## src/rtl/tmr_pkg.sv

```systemverilog
package tmr_pkg;
  localparam logic [1:0] ACC_LATCH = 2'b00;
  localparam logic [1:0] ACC_LO    = 2'b01;
  localparam logic [1:0] ACC_HI    = 2'b10;
  localparam logic [1:0] ACC_PAIR  = 2'b11;

  typedef struct packed {
    logic [1:0] acc;
    logic [2:0] mode;
    logic       bcd;
  } tmr_cfg_t;

  // modes 6 and 7 behave as 2 and 3
  function automatic logic [2:0] fold_mode(input logic [2:0] m);
    return (m[2] & m[1]) ? {1'b0, m[1:0]} : m;
  endfunction
endpackage

```

## src/rtl/tmr_decr.sv

```systemverilog
module tmr_decr #(
  parameter int W = 16
) (
  input  logic [W-1:0] val,
  input  logic         bcd,
  output logic [W-1:0] res
);
  localparam int ND = W / 4;

  logic [ND:0]  brw;
  logic [W-1:0] bcd_res;

  assign brw[0] = 1'b1;

  for (genvar i = 0; i < ND; i++) begin : g_dig
    logic [3:0] nib;
    assign nib = val[4*i +: 4];
    assign bcd_res[4*i +: 4] = !brw[i] ? nib : ((nib == 4'd0) ? 4'd9 : nib - 4'd1);
    assign brw[i+1] = brw[i] & (nib == 4'd0);
  end

  assign res = bcd ? bcd_res : (val - W'(1));
endmodule

```

## src/rtl/tmr_host.sv

```systemverilog
module tmr_host
  import tmr_pkg::*;
#(
  parameter int CNT_W = 16,
  parameter int CH_ID = 0
) (
  input  logic             clk,
  input  logic             rst,
  input  logic             cw_we,
  input  logic             dat_we,
  input  logic             dat_re,
  input  logic [7:0]       din,
  input  logic [CNT_W-1:0] cnt,
  input  logic             out,
  input  logic             load_ack,
  output tmr_cfg_t         cfg,
  output logic [CNT_W-1:0] cr,
  output logic             cw_new,
  output logic [2:0]       new_mode,
  output logic             cnt_wr,
  output logic [7:0]       dout
);
  localparam int BW = 8;

  logic             hit_ch, is_rb, do_latch, st_cap;
  logic [CNT_W-1:0] ol;
  logic             ol_v, st_v, wtg, rtg, nullc;
  logic [7:0]       st;
  logic [CNT_W-1:0] rsrc;
  logic             rd_hi;

  assign hit_ch   = cw_we && (din[7:6] == 2'(CH_ID));
  assign is_rb    = cw_we && (din[7:6] == 2'b11) && din[1+CH_ID];
  assign do_latch = (hit_ch && din[5:4] == ACC_LATCH) || (is_rb && !din[5]);
  assign st_cap   = is_rb && !din[4];
  assign cw_new   = hit_ch && (din[5:4] != ACC_LATCH);
  assign new_mode = fold_mode(din[3:1]);
  assign cnt_wr   = dat_we && ((cfg.acc == ACC_LO) || (cfg.acc == ACC_HI) ||
                               (cfg.acc == ACC_PAIR && wtg));

  assign rsrc  = ol_v ? ol : cnt;
  assign rd_hi = (cfg.acc == ACC_HI) || (cfg.acc == ACC_PAIR && rtg);

  always_ff @(posedge clk) begin
    if (rst) begin
      cfg   <= '{acc: ACC_PAIR, mode: 3'd0, bcd: 1'b0};
      cr    <= '0;
      ol    <= '0;
      ol_v  <= 1'b0;
      st    <= '0;
      st_v  <= 1'b0;
      wtg   <= 1'b0;
      rtg   <= 1'b0;
      nullc <= 1'b0;
      dout  <= '0;
    end else begin
      if (load_ack) nullc <= 1'b0;
      if (cw_new) begin
        cfg   <= '{acc: din[5:4], mode: new_mode, bcd: din[0]};
        wtg   <= 1'b0;
        rtg   <= 1'b0;
        nullc <= 1'b1;
      end
      if (do_latch && !ol_v) begin
        ol   <= cnt;
        ol_v <= 1'b1;
      end
      if (st_cap && !st_v) begin
        st   <= {out, nullc, cfg};
        st_v <= 1'b1;
      end
      if (dat_we) begin
        case (cfg.acc)
          ACC_LO: cr <= {{(CNT_W-BW){1'b0}}, din};
          ACC_HI: cr <= {din, {(CNT_W-BW){1'b0}}};
          default: begin
            if (!wtg) cr[BW-1:0] <= din;
            else      cr[CNT_W-1:BW] <= din;
            wtg <= ~wtg;
          end
        endcase
        if (cnt_wr) nullc <= 1'b1;
      end
      if (dat_re) begin
        if (st_v) begin
          dout <= st;
          st_v <= 1'b0;
        end else begin
          dout <= rd_hi ? rsrc[CNT_W-1:BW] : rsrc[BW-1:0];
          if (cfg.acc == ACC_PAIR) rtg <= ~rtg;
          if (ol_v && (cfg.acc != ACC_PAIR || rtg)) ol_v <= 1'b0;
        end
      end
    end
  end
endmodule

```

## src/rtl/tmr_count.sv

```systemverilog
module tmr_count #(
  parameter int CNT_W = 16
) (
  input  logic             clk,
  input  logic             rst,
  input  logic             tick,
  input  logic             gate,
  input  logic [2:0]       mode,
  input  logic             bcd,
  input  logic [CNT_W-1:0] cr,
  input  logic             cw_new,
  input  logic [2:0]       new_mode,
  input  logic             cnt_wr,
  output logic [CNT_W-1:0] cnt,
  output logic             out,
  output logic             load_ack
);
  localparam logic [CNT_W-1:0] C1 = CNT_W'(1);
  localparam logic [CNT_W-1:0] C2 = CNT_W'(2);
  localparam logic [CNT_W-1:0] C3 = CNT_W'(3);

  logic [CNT_W-1:0] dec1, dec2;
  logic gq, live, pend, armed, strb;
  logic trig, hw_trig, sq_flip;

  tmr_decr #(.W(CNT_W)) u_d1 (.val(cnt),  .bcd(bcd), .res(dec1));
  tmr_decr #(.W(CNT_W)) u_d2 (.val(dec1), .bcd(bcd), .res(dec2));

  assign trig    = gate & ~gq;
  assign hw_trig = trig && ((armed && (mode == 3'd1 || mode == 3'd5)) ||
                            (live  && (mode == 3'd2 || mode == 3'd3)));
  assign sq_flip = (cnt == C2) || (cnt[0] && out && cnt == C1) ||
                   (cnt[0] && !out && cnt == C3);

  always_ff @(posedge clk) begin
    if (rst) begin
      cnt      <= '0;
      out      <= 1'b0;
      gq       <= 1'b0;
      live     <= 1'b0;
      pend     <= 1'b0;
      armed    <= 1'b0;
      strb     <= 1'b0;
      load_ack <= 1'b0;
    end else begin
      load_ack <= 1'b0;
      if (cw_new) begin
        live  <= 1'b0;
        pend  <= 1'b0;
        armed <= 1'b0;
        strb  <= 1'b0;
        out   <= (new_mode != 3'd0);
      end else if (cnt_wr) begin
        case (mode)
          3'd0:       begin out <= 1'b0; live <= 1'b0; pend <= 1'b1; end
          3'd1, 3'd5: armed <= 1'b1;
          3'd2, 3'd3: if (!live) pend <= 1'b1;
          default:    begin live <= 1'b0; pend <= 1'b1; end
        endcase
      end else if (tick) begin
        gq <= gate;
        if (hw_trig || pend) begin
          cnt      <= cr;
          live     <= 1'b1;
          pend     <= 1'b0;
          strb     <= 1'b1;
          load_ack <= 1'b1;
          if (mode != 3'd0) out <= !(hw_trig && mode == 3'd1);
        end else if (live) begin
          case (mode)
            3'd0, 3'd1: if (gate || mode == 3'd1) begin
              cnt <= dec1;
              if (cnt == C1) out <= 1'b1;
            end
            3'd2: if (!gate) out <= 1'b1;
              else if (cnt == C1) begin
                cnt <= cr; out <= 1'b1; load_ack <= 1'b1;
              end else begin
                cnt <= dec1;
                if (cnt == C2) out <= 1'b0;
              end
            3'd3: if (!gate) out <= 1'b1;
              else if (sq_flip) begin
                cnt <= cr; out <= ~out; load_ack <= 1'b1;
              end else cnt <= dec2;
            default: begin
              if (gate || mode == 3'd5) cnt <= dec1;
              if (!out) out <= 1'b1;
              else if (cnt == C1 && strb && (gate || mode == 3'd5)) begin
                out <= 1'b0; strb <= 1'b0;
              end
            end
          endcase
        end
      end
    end
  end
endmodule

```

## src/rtl/tmr_channel.sv

```systemverilog
module tmr_channel
  import tmr_pkg::*;
#(
  parameter int CNT_W = 16,
  parameter int CH_ID = 0
) (
  input  logic       clk,
  input  logic       rst,
  input  logic       tick,
  input  logic       gate,
  input  logic       cw_we,
  input  logic       dat_we,
  input  logic       dat_re,
  input  logic [7:0] din,
  output logic [7:0] dout,
  output logic       out
);
  tmr_cfg_t         cfg;
  logic [CNT_W-1:0] cr, cnt;
  logic             cw_new, cnt_wr, load_ack;
  logic [2:0]       new_mode, cur_mode;

  assign cur_mode = cfg.mode;

  tmr_host #(.CNT_W(CNT_W), .CH_ID(CH_ID)) u_host (
    .clk(clk), .rst(rst), .cw_we(cw_we), .dat_we(dat_we), .dat_re(dat_re),
    .din(din), .cnt(cnt), .out(out), .load_ack(load_ack), .cfg(cfg),
    .cr(cr), .cw_new(cw_new), .new_mode(new_mode), .cnt_wr(cnt_wr),
    .dout(dout)
  );

  tmr_count #(.CNT_W(CNT_W)) u_count (
    .clk(clk), .rst(rst), .tick(tick), .gate(gate), .mode(cfg.mode),
    .bcd(cfg.bcd), .cr(cr), .cw_new(cw_new), .new_mode(new_mode),
    .cnt_wr(cnt_wr), .cnt(cnt), .out(out), .load_ack(load_ack)
  );
endmodule

```

## config.mk

```make
export PLATFORM = sky130hd
export DESIGN_NAME = tmr_channel
export DESIGN_NICKNAME = d
export VERILOG_FILES = /design/src/rtl/tmr_pkg.sv /design/src/rtl/tmr_decr.sv /design/src/rtl/tmr_host.sv /design/src/rtl/tmr_count.sv /design/src/rtl/tmr_channel.sv
export SDC_FILE = /design/constraint.sdc
export NUM_CORES = 1
export LEC_CHECK = 0
export ABC_AREA = 0
export BUFFER_PORTS_ARGS = -buffer_cell sky130_fd_sc_hd__buf_4
export CORE_UTILIZATION = 45
export DETAILED_ROUTE_END_ITERATION = 6
export HOLD_SLACK_MARGIN = 0.06
export SYNTH_ARGS = -nofsm -noshare
export SYNTH_HDL_FRONTEND = slang
export SYNTH_SLANG_ARGS = --single-unit
```

## constraint.sdc

```tcl
create_clock -name clk -period 4.7 [get_ports clk]
set_clock_uncertainty 0.05 [all_clocks]
set_input_delay 0.235 -clock clk [delete_from_list [all_inputs] [get_ports clk]]
set_output_delay 0.235 -clock clk [all_outputs]
set_load 0.02 [all_outputs]
```

==> results.md, run 1 <==
* Run status: finished, final reports clean
* Placed insts at 764
* Final setup violation count at 0
* Crit-path max FO at 17
* Fillers at 1,094
* P_int at 1.30 mW
* GRT Util Overall at 27.6%
* Post-CTS Resized at 0
* Period minus WS final at between 3 and 4 ns
* First-pass GRT wire length at 26,600 um
* GPL Wtd Cong at 0.926
* Largest area contributor in the netlist: dfxtp_1
* Core Area at between 10,000 and 15,000 um^2
* H-tree depth at 3
* Syn_area_per_cell at 8.35 um^2
* Final setup TNS at 0 ns
* DR vias at 5,168
* Top cells by count, synth: dfxtp_1 (82), nor2_1 (71), a21oi_1 (47)
* Tightest Pin Transition at 0.935 ns
* Slew Limit Fails at 0
* Hold Path Class: primary input to flip-flop
* Die height at roughly 110 um
* Antenna violations before repair at 0
* Post-Syn Area at 5310 um^2
* Overflow after GRT at 0
* Clock share of power at 36.6%
* Hold Violations, Final at 0
* Leakage at 2.20 nW
* Met2 Usage GRT at 41.5%
* Hold_buf cts at 0
* Critical Path Start Type: flip-flop
* Final period util at a little over four fifths
* Critical Path RT at 4.92 ns
* Combinational Power Share at 23.6%
* Antenna Nets Post-Route at 0
* Initial core utilization at 46.3%
* Postcts setup bufs at 0
* Reg area at about 1600 um^2
* GRT busiest layer: met2
* Setup repair after global routing missed its margin: no
* Hold Crit Depth at 2
* Sw power at slightly above 600 uW
* Die ar. at between 10,000 and 15,000 um^2
* Antenna cell count at 0
* Final wirelength at roughly 17,000 um
* Final hold slack at 0.0861 ns
* Worst skew pair latency at 0.35 ns
* Max Cap Viol at 0
* PortBufs at 23
* Yosys reg bits at 82
* Layout cell share with drive strength beyond 1 at 12.4%
* Met1 global-route usage at 37.5%
* Multi-input gate area at 3410 um^2
* Clock Pin Slew Worst Setup and Hold Paths at 0.06 ns
* I/O pin count at 24
* Crit path DAT at 4.15 ns
* CTS Buf Count at 9
* Reg2Reg Depth at 10
* Flop pwr share at about two fifths
* Pre-antenna DRT Iters at 5
* Primary FF master, synth: dfxtp_1
* Crit end category: flip-flop
* Synth top area cells: dfxtp_1 (31%), mux2i_1 (6.2%), nor2_1 (5.0%)
* Fmax at roughly 0.25 GHz
* DRC viols at 0
* Post-route design area at ~5800 um^2
* Sw Ratio at 32.0%
* Pwr per Cell Area at around 330 nW/um^2
* Largest net degree at the start of global routing at 62
* Post-synth EDFFs at 0
* Worst vdd ir at 0.293 mV
* Ys async rst share at 0%
* Clock buffer depth at 2
* Worst relative slew slack at 37.5%
* Post-synth cell types at 82
* Setup CP Type: flip-flop to flip-flop
* Detail Placement HPWL at between 10,000 and 15,000 um
* FP Rows at 39
* Final nets at roughly 660
* Most frequent cell after synthesis: dfxtp_1
* Non-Filler Instances at 780
* Die span in x at approximately 110 um
* Drt initial violations at 592
* Area grow syn2layout at 9.55%
* Mapped Nets at 660
* Vias in the first global route at between 4,000 and 5,000
* Routed WL per cell at 21.2 um
* M3 GR Usage at 5.98%
* CTS Sinks at 82
* Post-synthesis instance total at roughly 640
* Placed inst area at 5530 um^2
* CTS tree: built
* Ys Warns at 0
* CTS root buf: clkbuf_16
* Top cell type's share of synthesized area at 30.9%
* Sequential fraction of the synthesis area at a little under a third
* Drt via density at 6.63
-- per-layer routing --
| layer | vias up | share of wire (%) | wire [um] |
|---|---|---|---|
| li1 | 2392 | - | - |
| met1 | 2498 | 44 | 7290 |
| met2 | 238 | 45 | 7470 |
| met3 | 40 | 7.5 | 1240 |
| met4 | 0 | 3.3 | 550 |
| met5 | - | 0 | 0 |
-- placed cells by master, fill, tap and decap left out, types with 10 or more instances in the layout --
| cell | n |
|---|---|
| buf_4 | 32 |
| nor2_1 | 71 |
| nor3_1 | 14 |
| o211ai_1 | 14 |
| a21oi_1 | 47 |
| a221oi_1 | 13 |
| mux2i_1 | 33 |
| a211oi_1 | 13 |
| dfxtp_1 | 82 |
| nand2b_1 | 10 |
| nand3_1 | 21 |
| nand2_1 | 43 |
| o21ai_0 | 26 |
| a22o_1 | 16 |
| inv_1 | 16 |
-- cell type report --
class                           count  share of cell area, %
Sequential cell                    82                   28.2
Clock buffer                       10                   3.94
Clock inverter                      6                  0.990
Inverter                           16                   1.03
Multi-Input combinational cell    491                   58.6
Tap cell                          143                   3.08
Timing Repair Buffer               32                   4.13
-- power by group through the flow --
| stage | sequential (mW) | combinational [mW] | clock, mW |
|---|---|---|---|
| finish | 0.763 | 0.453 | 0.701 |
| detailed placement | 0.777 | 0.443 | 0 |
| floorplan | 0.761 | 0.335 | 0 |
| global route | 0.767 | 0.492 | 0.749 |
| global placement | 0.777 | 0.441 | 0 |
| CTS | 0.762 | 0.445 | 0.715 |
-- critical path, cell delays in order (launching register included) --
cell,delay [ns]
dfxtp_1,0.54
inv_1,0.22
ha_1,0.44
and2_0,0.34
a21oi_1,0.33
ha_1,0.31
nor4b_1,0.54
and3_4,0.29
nor2b_1,0.22
mux2_4,0.33
a311oi_2,0.24
-- flip-flops by register name, indices dropped and copies added (netlist names) --
name,flops
u_count.pend,1
u_host.ol_v,1
u_host.rtg,1
u_count.armed,1
u_host.st,8
u_count.out,1
u_count.strb,1
u_host.ol,16
u_host.wtg,1
u_host.dout,8
u_count.load_ack,1
u_host.nullc,1
u_host.st_v,1
u_count.gq,1
u_host.cfg,6
u_count.live,1
u_host.cr,16
u_count.cnt,16
-- stage by stage --
step,setup slack (ns),utilization (%),total power [mW]
final,0.765,50.7,1.92
after global routing,0.452,50.7,2.01
after CTS,0.832,50.7,1.92
after detailed placement,0.868,48.2,1.22
after global placement,1.07,48.2,1.22
after floorplan,1.38,-,1.10
-- path summary, 6_finish.rpt --
kind / startpoint / endpoint / slack (ns)
worst max-delay path: u_count.cnt[0]$_SDFFE_PP0P_ / u_count.cnt[14]$_SDFFE_PP0P_ / 0.77
worst min-delay path: din[0] / u_host.cr[0]$_SDFFE_PP0P_ / 0.09
worst max register to register: u_count.cnt[0]$_SDFFE_PP0P_ / u_count.cnt[14]$_SDFFE_PP0P_ / 0.77
worst min register to register: u_host.nullc$_SDFF_PP0_ / u_host.nullc$_SDFF_PP0_ / 0.43
-- cells by family after synthesis --
kind of cell / synth area share, %
muxes: 10.1
buffers and inverters: 4.88
AOI/OAI and AO/OA: 27.5
xor gates and xnor gates: 2.29
DFF: 30.9
adders and majority gates: 2.12
and+or+nand+nor: 22.2
(Power assumes the default switching activity.)
==> inputs of run 2 (changes only) <==
- ABC_AREA: 0 -> 1
- clock period: 4.7 -> 3.2 ns (I/O delays scaled with it)
==> run 2 against run 1 <==
Against the previous run: the run now ends with design-rule violations left; flip-flop and latch count unchanged; first-iteration DRC count down 13%; setup slack worse by 0.37 ns; sequential share of layout area down 1.5 points; critical endpoint unchanged; critical path type unchanged; via count up 17%; sequential power up 48%; area after synthesis up 3.6%.
==> results.md, run 2 <==
* Reg2Reg Setup Slack at 0.39 ns (-0.37 ns)
* Final hold slack at 0.0727 ns (-0.0134 ns)
* Synth top area cells: dfxtp_1 (30%), nand2_1 (14%), a21oi_1 (8.4%)
* Layout cell share with drive strength beyond 1 at 11.9% (-0.46 points)
* Post-synth cell types at 49 (-40%)
* Max Cap Viol at 0 (unchanged)
* Mapped Nets at 883 (+34%)
* Crit path DAT at 3.05 ns (-1.10 ns)
* Fmax at 0.356 GHz (+40%)
* Non-Filler Instances at 1,026 (+32%)
* Post-route setup slack at 0.394 ns (-0.372 ns)
* Final wirelength at 17,900 um (+8.1%)
* Core Area at 12,000 um^2 (+4.3%)
* Clock Pin Slew Worst Setup and Hold Paths at 0.07 ns (about the same)
* Run status: finished with violations
* Ys Warns at 0 (unchanged)
* Fillers at 1,220 (+12%)
* Vias in the first global route at 5,542 (+14%)
* Setup CP Type: flip-flop to flip-flop
* DRC viols at 3 (+3)
* Sequential fraction of the synthesis area at 29.9% (-1.1 points)
* FP Rows at 40 (+2.6%)
* Worst vdd ir at 0.318 mV (+8.7%)
* Post-synthesis instance total at 859 (+35%)
* Setup repair after global routing missed its margin: no
* Hold Path Class: primary input to flip-flop
* CP Buf/Inv Count at 1 (unchanged)
* Hold Violations, Final at 0 (unchanged)
* PortBufs at 23 (unchanged)
* Die ar. at 12,700 um^2 (+3.5%)
* Yosys reg bits at 82 (unchanged)
* Leakage at 2.64 nW (+20%)
* Final setup violation count at 0 (unchanged)
* Reg2Reg Depth at 16 (+6)
* Hold Crit Depth at 3 (+1)
* I/O pin count at 24 (unchanged)
* Delay-heaviest family, CP: simple AND/OR/NAND/NOR gates
* Most frequent cells in the layout: nand2_1 (203), a21oi_1 (92), o21ai_0 (90)
* Tightest Pin Transition at 0.829 ns (-0.106 ns)
* Detail Placement HPWL at 13,100 um (+9.0%)
* Antenna violations before repair at 0 (unchanged)
* Final period util at 87.7% (+4.0 points)
* Top cells by count, synth: nand2_1 (203), a21oi_1 (92), o21ai_0 (90)
* Most common cell after layout, fill and taps aside: nand2_1
* Max stage delay on crit path at 0.35 ns (-0.19 ns)
* Critical Path Start Type: flip-flop
* Multi-input gate area at 3380 um^2 (-0.70%)
* Drt initial violations at 518 (-13%)
* Instance count on the critical path at 16 (+6)
* Area grow syn2layout at 11.9%
* Clock buffer depth at 2 (unchanged)
* CTS Buf Count at 9 (unchanged)
* Antenna cell count at 0 (unchanged)
* Pre-antenna DRT Iters at 7 (+2)
* Postcts setup bufs at 0 (unchanged)
* CTS root buf: clkbuf_16
* Largest net degree at the start of global routing at 58 (-6.5%)
* Worst skew pair latency at 0.36 ns (about the same)
* Ys async rst share at 0% (unchanged)
* GPL Wtd Cong at 0.904 (-2.3%)
* Slew Limit Fails at 0 (unchanged)
* Failing checks: design-rule violations
* Hold_buf cts at 5 (+5)
* Drt via density at 5.89 (-11%)
* Crit-path max FO at 12 (-5)
* Final setup TNS at 0 ns (unchanged)
* GRT Util Overall at 29.5% (+1.9 points)
* Critical Path RT at 3.45 ns (-1.47 ns)
* Primary FF master, synth: dfxtp_1
* Pwr per Cell Area at 505 nW/um^2 (+53%)
* CTS Sinks at 82 (unchanged)
* Reg area at 1640 um^2 (unchanged)
* First-pass GRT wire length at 28,900 um (+8.5%)
* Syn_area_per_cell at 6.40 um^2 (-23%)
* Antenna Nets Post-Route at 0 (unchanged)
* Die height at 113 um (+1.7%)
* CTS tree: built
* H-tree depth at 3 (unchanged)
* Top cell type's share of synthesized area at 29.9% (-1.1 points)
* Crit-path cells: inv_1 -> ha_1 -> nand2_4 -> nor2_4 -> nand2_1 -> nand2_2 -> nand3_2 -> nor2_2 -> nand2_1 -> nor2_2 -> nand3_1 -> nand3_1 -> nand3_1 -> nand2_1 -> nand2_1 -> a21oi_2
* Placed insts at 1,005 (+32%)
* Routed WL per cell at 17.4 um (-18%)
* Initial core utilization at 46.0% (-0.33 points)
* CP dominant cell by count: nand2_1
* Overflow after GRT at 0 (unchanged)
* Largest area contributor in the netlist: dfxtp_1
* Post-synth EDFFs at 0 (unchanged)
* Worst relative slew slack at 44.7% (+7.2 points)
* Crit end category: flip-flop
* Final nets at 898 (+37%)
* Regs by FF count: u_count.cnt (16), u_host.cr (16), u_host.ol (16)
* Die span in x at 113 um (+1.7%)
* Post-Syn Area at 5500 um^2 (+3.6%)
* Period minus WS final at 2.81 ns (-1.13 ns)
* Dpl ws at 0.437 ns (-0.431 ns)
* Post-CTS Resized at 0 (unchanged)
* DR vias at 6,046 (+17%)
* Most frequent cell after synthesis: nand2_1
* Crit-path slowest cell: ha_1
[run 2: cell types whose count changed in the layout (fill, tap and decap cells not counted), moves of 33 or more]
cell and delta:
inv_1 +51, nand2_1 +160, nand3_1 +51, mux2i_1 -33
o21ai_0 +64, a21oi_1 +45
[run 2: where the power goes]
group / total [mW] / leakage (nW) / internal (mW) / switching (mW)
sequential: 1.13 / 0.667 / 1.07 / 0.0519
clock: 1.11 / 0.155 / 0.636 / 0.472
combinational: 0.872 / 1.82 / 0.278 / 0.594
[run 2: kinds of logic (layout without fill, tap and decap cells)]
logic type,Yosys count,in the layout,share of synthesized area [%]
adders and majority gates,9,9,2.05
and+or+nand+nor,385,385,31.6
AOI/OAI and AO/OA,260,260,26.8
buffers and inverters,118,138,8.58
DFF,82,82,29.9
xor gates and xnor gates,5,5,1.14
[run 2: worst paths after layout]
path | endpoint | startpoint
hold reg to reg | u_count.armed$_SDFFE_PP0P_ | u_count.armed$_SDFFE_PP0P_
setup / recovery | u_count.cnt[14]$_SDFFE_PP0P_ | u_count.cnt[0]$_SDFFE_PP0P_
setup reg to reg | u_count.cnt[14]$_SDFFE_PP0P_ | u_count.cnt[0]$_SDFFE_PP0P_
hold / removal | u_host.cfg[0]$_SDFFE_PP0P_ | din[0]
[run 2: layout make-up]
class                      instances  area share, %
tap                              147           2.99
sequential                        82           26.7
timing repair buffer              42           5.33
multi-input combinational        659           55.0
clock inverter                     6           1.18
inverter                          80           4.92
clock buffer                      10           3.89
[run 2: routing by layer]
metal	global-route usage (%)	vias up	wire length, um
li1	-	2969	-
met1	38.4	2826	8060
met2	49.1	209	8330
met3	3.89	42	978
met4	12.8	0	528
met5	0	-	0
[run 2: worst reg2reg max path, delay by kind of cell, from the launching register on]
family | cells | cell delay [ns]
adder cells (fa/ha/maj) | 1 | 0.35
flip-flops | 1 | 0.31
AO/OA/AOI/OAI | 1 | 0.10
AND/OR/NAND/NOR | 13 | 1.78
buffers and inverters | 1 | 0.17
[run 2: metrics by stage]
step | util, % | cell area [um^2] | power, mW
after floorplan | - | 5500 | 1.77
after global placement | 48.4 | 5790 | 1.99
after detailed placement | 48.4 | 5790 | 2.00
after CTS | 51.4 | 6150 | 3.11
after global routing | 51.4 | 6150 | 3.27
final | 51.4 | 6150 | 3.11
==> inputs of run 3 (changes only) <==
- BUFFER_PORTS_ARGS: -buffer_cell sky130_fd_sc_hd__buf_4 -> default
- DONT_BUFFER_PORTS: default -> 1
==> run 3 against run 2 <==
Against the previous run: the flow now finishes without violations; final cell count decreased by 1.2%; routed wire length decreased by 0.94%; non-clock buffer count decreased by 12; final area decreased by 0.71%; clock-buffer cell count decreased by 1; die area unchanged; critical endpoint unchanged; highest routed layer unchanged.
==> results.md, run 3 (synthesis results as in run 2) <==
* Run status: finished, final reports clean
* CP Buf/Inv Count at 1 (unchanged)
* Most frequent cells in the layout: nand2_1 (203), a21oi_1 (92), o21ai_0 (90)
* Post-CTS Resized at 0 (unchanged)
* Hold_buf cts at 16 (+11)
* Sw power at 1.11 mW (-0.67%)
* Placed inst area at 5620 um^2 (-3.0%)
* Antenna cell count at 0 (unchanged)
* Clock buffer depth at 2 (unchanged)
* Hold Path Class: primary input to flip-flop
* P_int at 2.04 mW (+2.4%)
* Hold path endpoint: u_host.cr[11]$_SDFFE_PP0P_
* Die ar. at 12,700 um^2 (unchanged)
* CTS Sinks at 82 (unchanged)
* Pwr Total at 3.15 mW (+1.3%)
* Min-delay src: din[3]
* Combinational Power Share at 26.6% (-1.5 points)
* First-pass GRT wire length at 28,400 um (-1.7%)
* Fmax at 0.364 GHz (+2.2%)
* Largest net degree at the start of global routing at 75 (+29%)
* Antenna Nets Post-Route at 0 (unchanged)
* Max stage delay on crit path at 0.36 ns (about the same)
* Crit-path cells: inv_1 -> ha_1 -> nand2_4 -> nor2_4 -> nand2_1 -> nand2_2 -> nand3_2 -> nor2_2 -> nand2_1 -> nor2_2 -> nand3_1 -> nand3_1 -> nand3_1 -> nand2_1 -> nand2_1 -> a21oi_2
* Worst relative slew slack at 46.5% (+1.8 points)
* Layout cell share with drive strength beyond 1 at 9.46% (-2.5 points)
* GPL Wtd Cong at 0.972 (+7.5%)
* Setup repair after global routing missed its margin: no
* Final wirelength at 17,700 um (-0.94%)
* FP Rows at 40 (unchanged)
* Crit-path slowest cell: dfxtp_1
* Die span in x at 113 um (unchanged)
* Most common cell after layout, fill and taps aside: nand2_1
* Worst skew pair latency at 0.35 ns (about the same)
* Critical Path Start Type: flip-flop
* Period minus WS final at 2.75 ns (-0.0591 ns)
* Regs by FF count: u_count.cnt (16), u_host.cr (16), u_host.ol (16)
* Reg2Reg Setup Slack at 0.45 ns (+0.06 ns)
* GRT Util Overall at 28.9% (-0.63 points)
* Slew Limit Fails at 0 (unchanged)
* Drt initial violations at 385 (-26%)
* Crit-path max FO at 12 (unchanged)
* PortBufs at 0 (-100%)
* Routed WL per cell at 17.5 um (+0.23%)
* Critical Path RT at 3.44 ns (about the same)
* DR vias at 6,003 (-0.71%)
* Pre-antenna DRT Iters at 5 (-2)
* Drt via density at 5.92 (+0.46%)
* Non-Filler Instances at 1,014 (-1.2%)
* Core Area at 12,000 um^2 (unchanged)
* Final setup TNS at 0 ns (unchanged)
* Overflow after GRT at 0 (unchanged)
* Post-route design area at 6110 um^2 (-0.71%)
* Leakage at 2.58 nW (-2.4%)
* Postcts setup bufs at 0 (unchanged)
* Die height at 113 um (unchanged)
* Max Cap Viol at 0 (unchanged)
* Fillers at 1,183 (-3.0%)
* CTS tree: built
* Hold Crit Depth at 3 (unchanged)
* Antenna violations before repair at 0 (unchanged)
* Crit path DAT at 2.99 ns (-0.06 ns)
* Hold Violations, Final at 0 (unchanged)
* Reg2reg end: u_count.cnt[14]$_SDFFE_PP0P_
* Flop pwr share at 36.2% (about the same)
* Reg2Reg Depth at 16 (unchanged)
* Final setup violation count at 0 (unchanged)
* Detail Placement HPWL at 12,600 um (-4.2%)
* Final period util at 85.9% (-1.8 points)
* Area grow syn2layout at 11.1%
* Tightest Pin Transition at 0.802 ns (-0.0265 ns)
* CTS Buf Count at 9 (unchanged)
* Placed insts at 982 (-2.3%)
* CTS root buf: clkbuf_16
* Worst R2R Start: u_count.cnt[1]$_SDFFE_PP0P_
* Worst vdd ir at 0.316 mV (-0.63%)
* Clock Pin Slew Worst Setup and Hold Paths at 0.07 ns (about the same)
* Crit end category: flip-flop
* I/O pin count at 24 (unchanged)
* H-tree depth at 3 (unchanged)
* Pwr per Cell Area at 515 nW/um^2 (+2.0%)
* Sw Ratio at 35.3% (-0.71 points)
* Delay-heaviest family, CP: simple AND/OR/NAND/NOR gates
* Clock share of power at 37.2% (+1.6 points)
* CP dominant cell by count: nand2_1
* Final nets at 886 (-1.3%)
* Initial core utilization at 46.0% (unchanged)
* Setup CP Type: flip-flop to flip-flop
* DRC viols at 0 (-3)
* Vias in the first global route at 5,560 (+0.32%)
run 3: how the worst max path moves through the flow:
stage / startpoint / to / slack (ns) / depth (start not counted)
floorplan: u_count.cnt[0]$_SDFFE_PP0P_ / u_count.cnt[8]$_SDFFE_PP0P_ / 0.74 / 15
global placement: u_count.cnt[0]$_SDFFE_PP0P_ / u_count.cnt[13]$_SDFFE_PP0P_ / 0.55 / 17
detailed placement: u_count.cnt[1]$_SDFFE_PP0P_ / u_count.cnt[15]$_SDFFE_PP0P_ / 0.49 / 17
CTS: u_count.cnt[1]$_SDFFE_PP0P_ / u_count.cnt[14]$_SDFFE_PP0P_ / 0.47 / 16
global route: u_count.cnt[1]$_SDFFE_PP0P_ / u_count.cnt[15]$_SDFFE_PP0P_ / 0.14 / 14
finish: u_count.cnt[1]$_SDFFE_PP0P_ / u_count.cnt[14]$_SDFFE_PP0P_ / 0.45 / 16
run 3: stage by stage:
stage / hold slack, ns / worst slack [ns] / util [%]
after floorplan: 0.199 / 0.741 / -
after CTS: 0.0719 / 0.465 / 51.1
after global placement: 0.181 / 0.554 / 47.0
after global routing: 0.127 / 0.138 / 51.1
final: 0.0895 / 0.453 / 51.1
after detailed placement: 0.184 / 0.491 / 47.0
run 3: layout make-up:
type	count	area (um^2)	area share, %
inverters	80	303	4.96
flip-flops and latches	82	1640	26.9
clock inverters	7	105	1.72
well taps	147	184	3.01
multi-input cells	659	3380	55.4
repair buffers	30	265	4.34
clock buffers	9	225	3.69
run 3: power by group through the flow:
stage	registers (mW)	logic (mW)	clock network [mW]
after floorplan	1.14	0.629	0
after global placement	1.16	0.792	0
after detailed placement	1.16	0.803	0
after CTS	1.14	0.829	1.18
after global routing	1.14	0.941	1.24
final	1.14	0.838	1.17
run 3: metal layers:
| layer | track usage [%] | part of all wire, % |
|---|---|---|
| met5 | 0 | 0 |
| met3 | 4.64 | 5.6 |
| met4 | 14.5 | 3.7 |
| met1 | 38.5 | 46 |
| met2 | 45.3 | 45 |
run 3: worst min-delay path: stages:
cell     delay [ns]
nor3b_1        0.12
a21oi_1        0.12
nor2_1         0.05
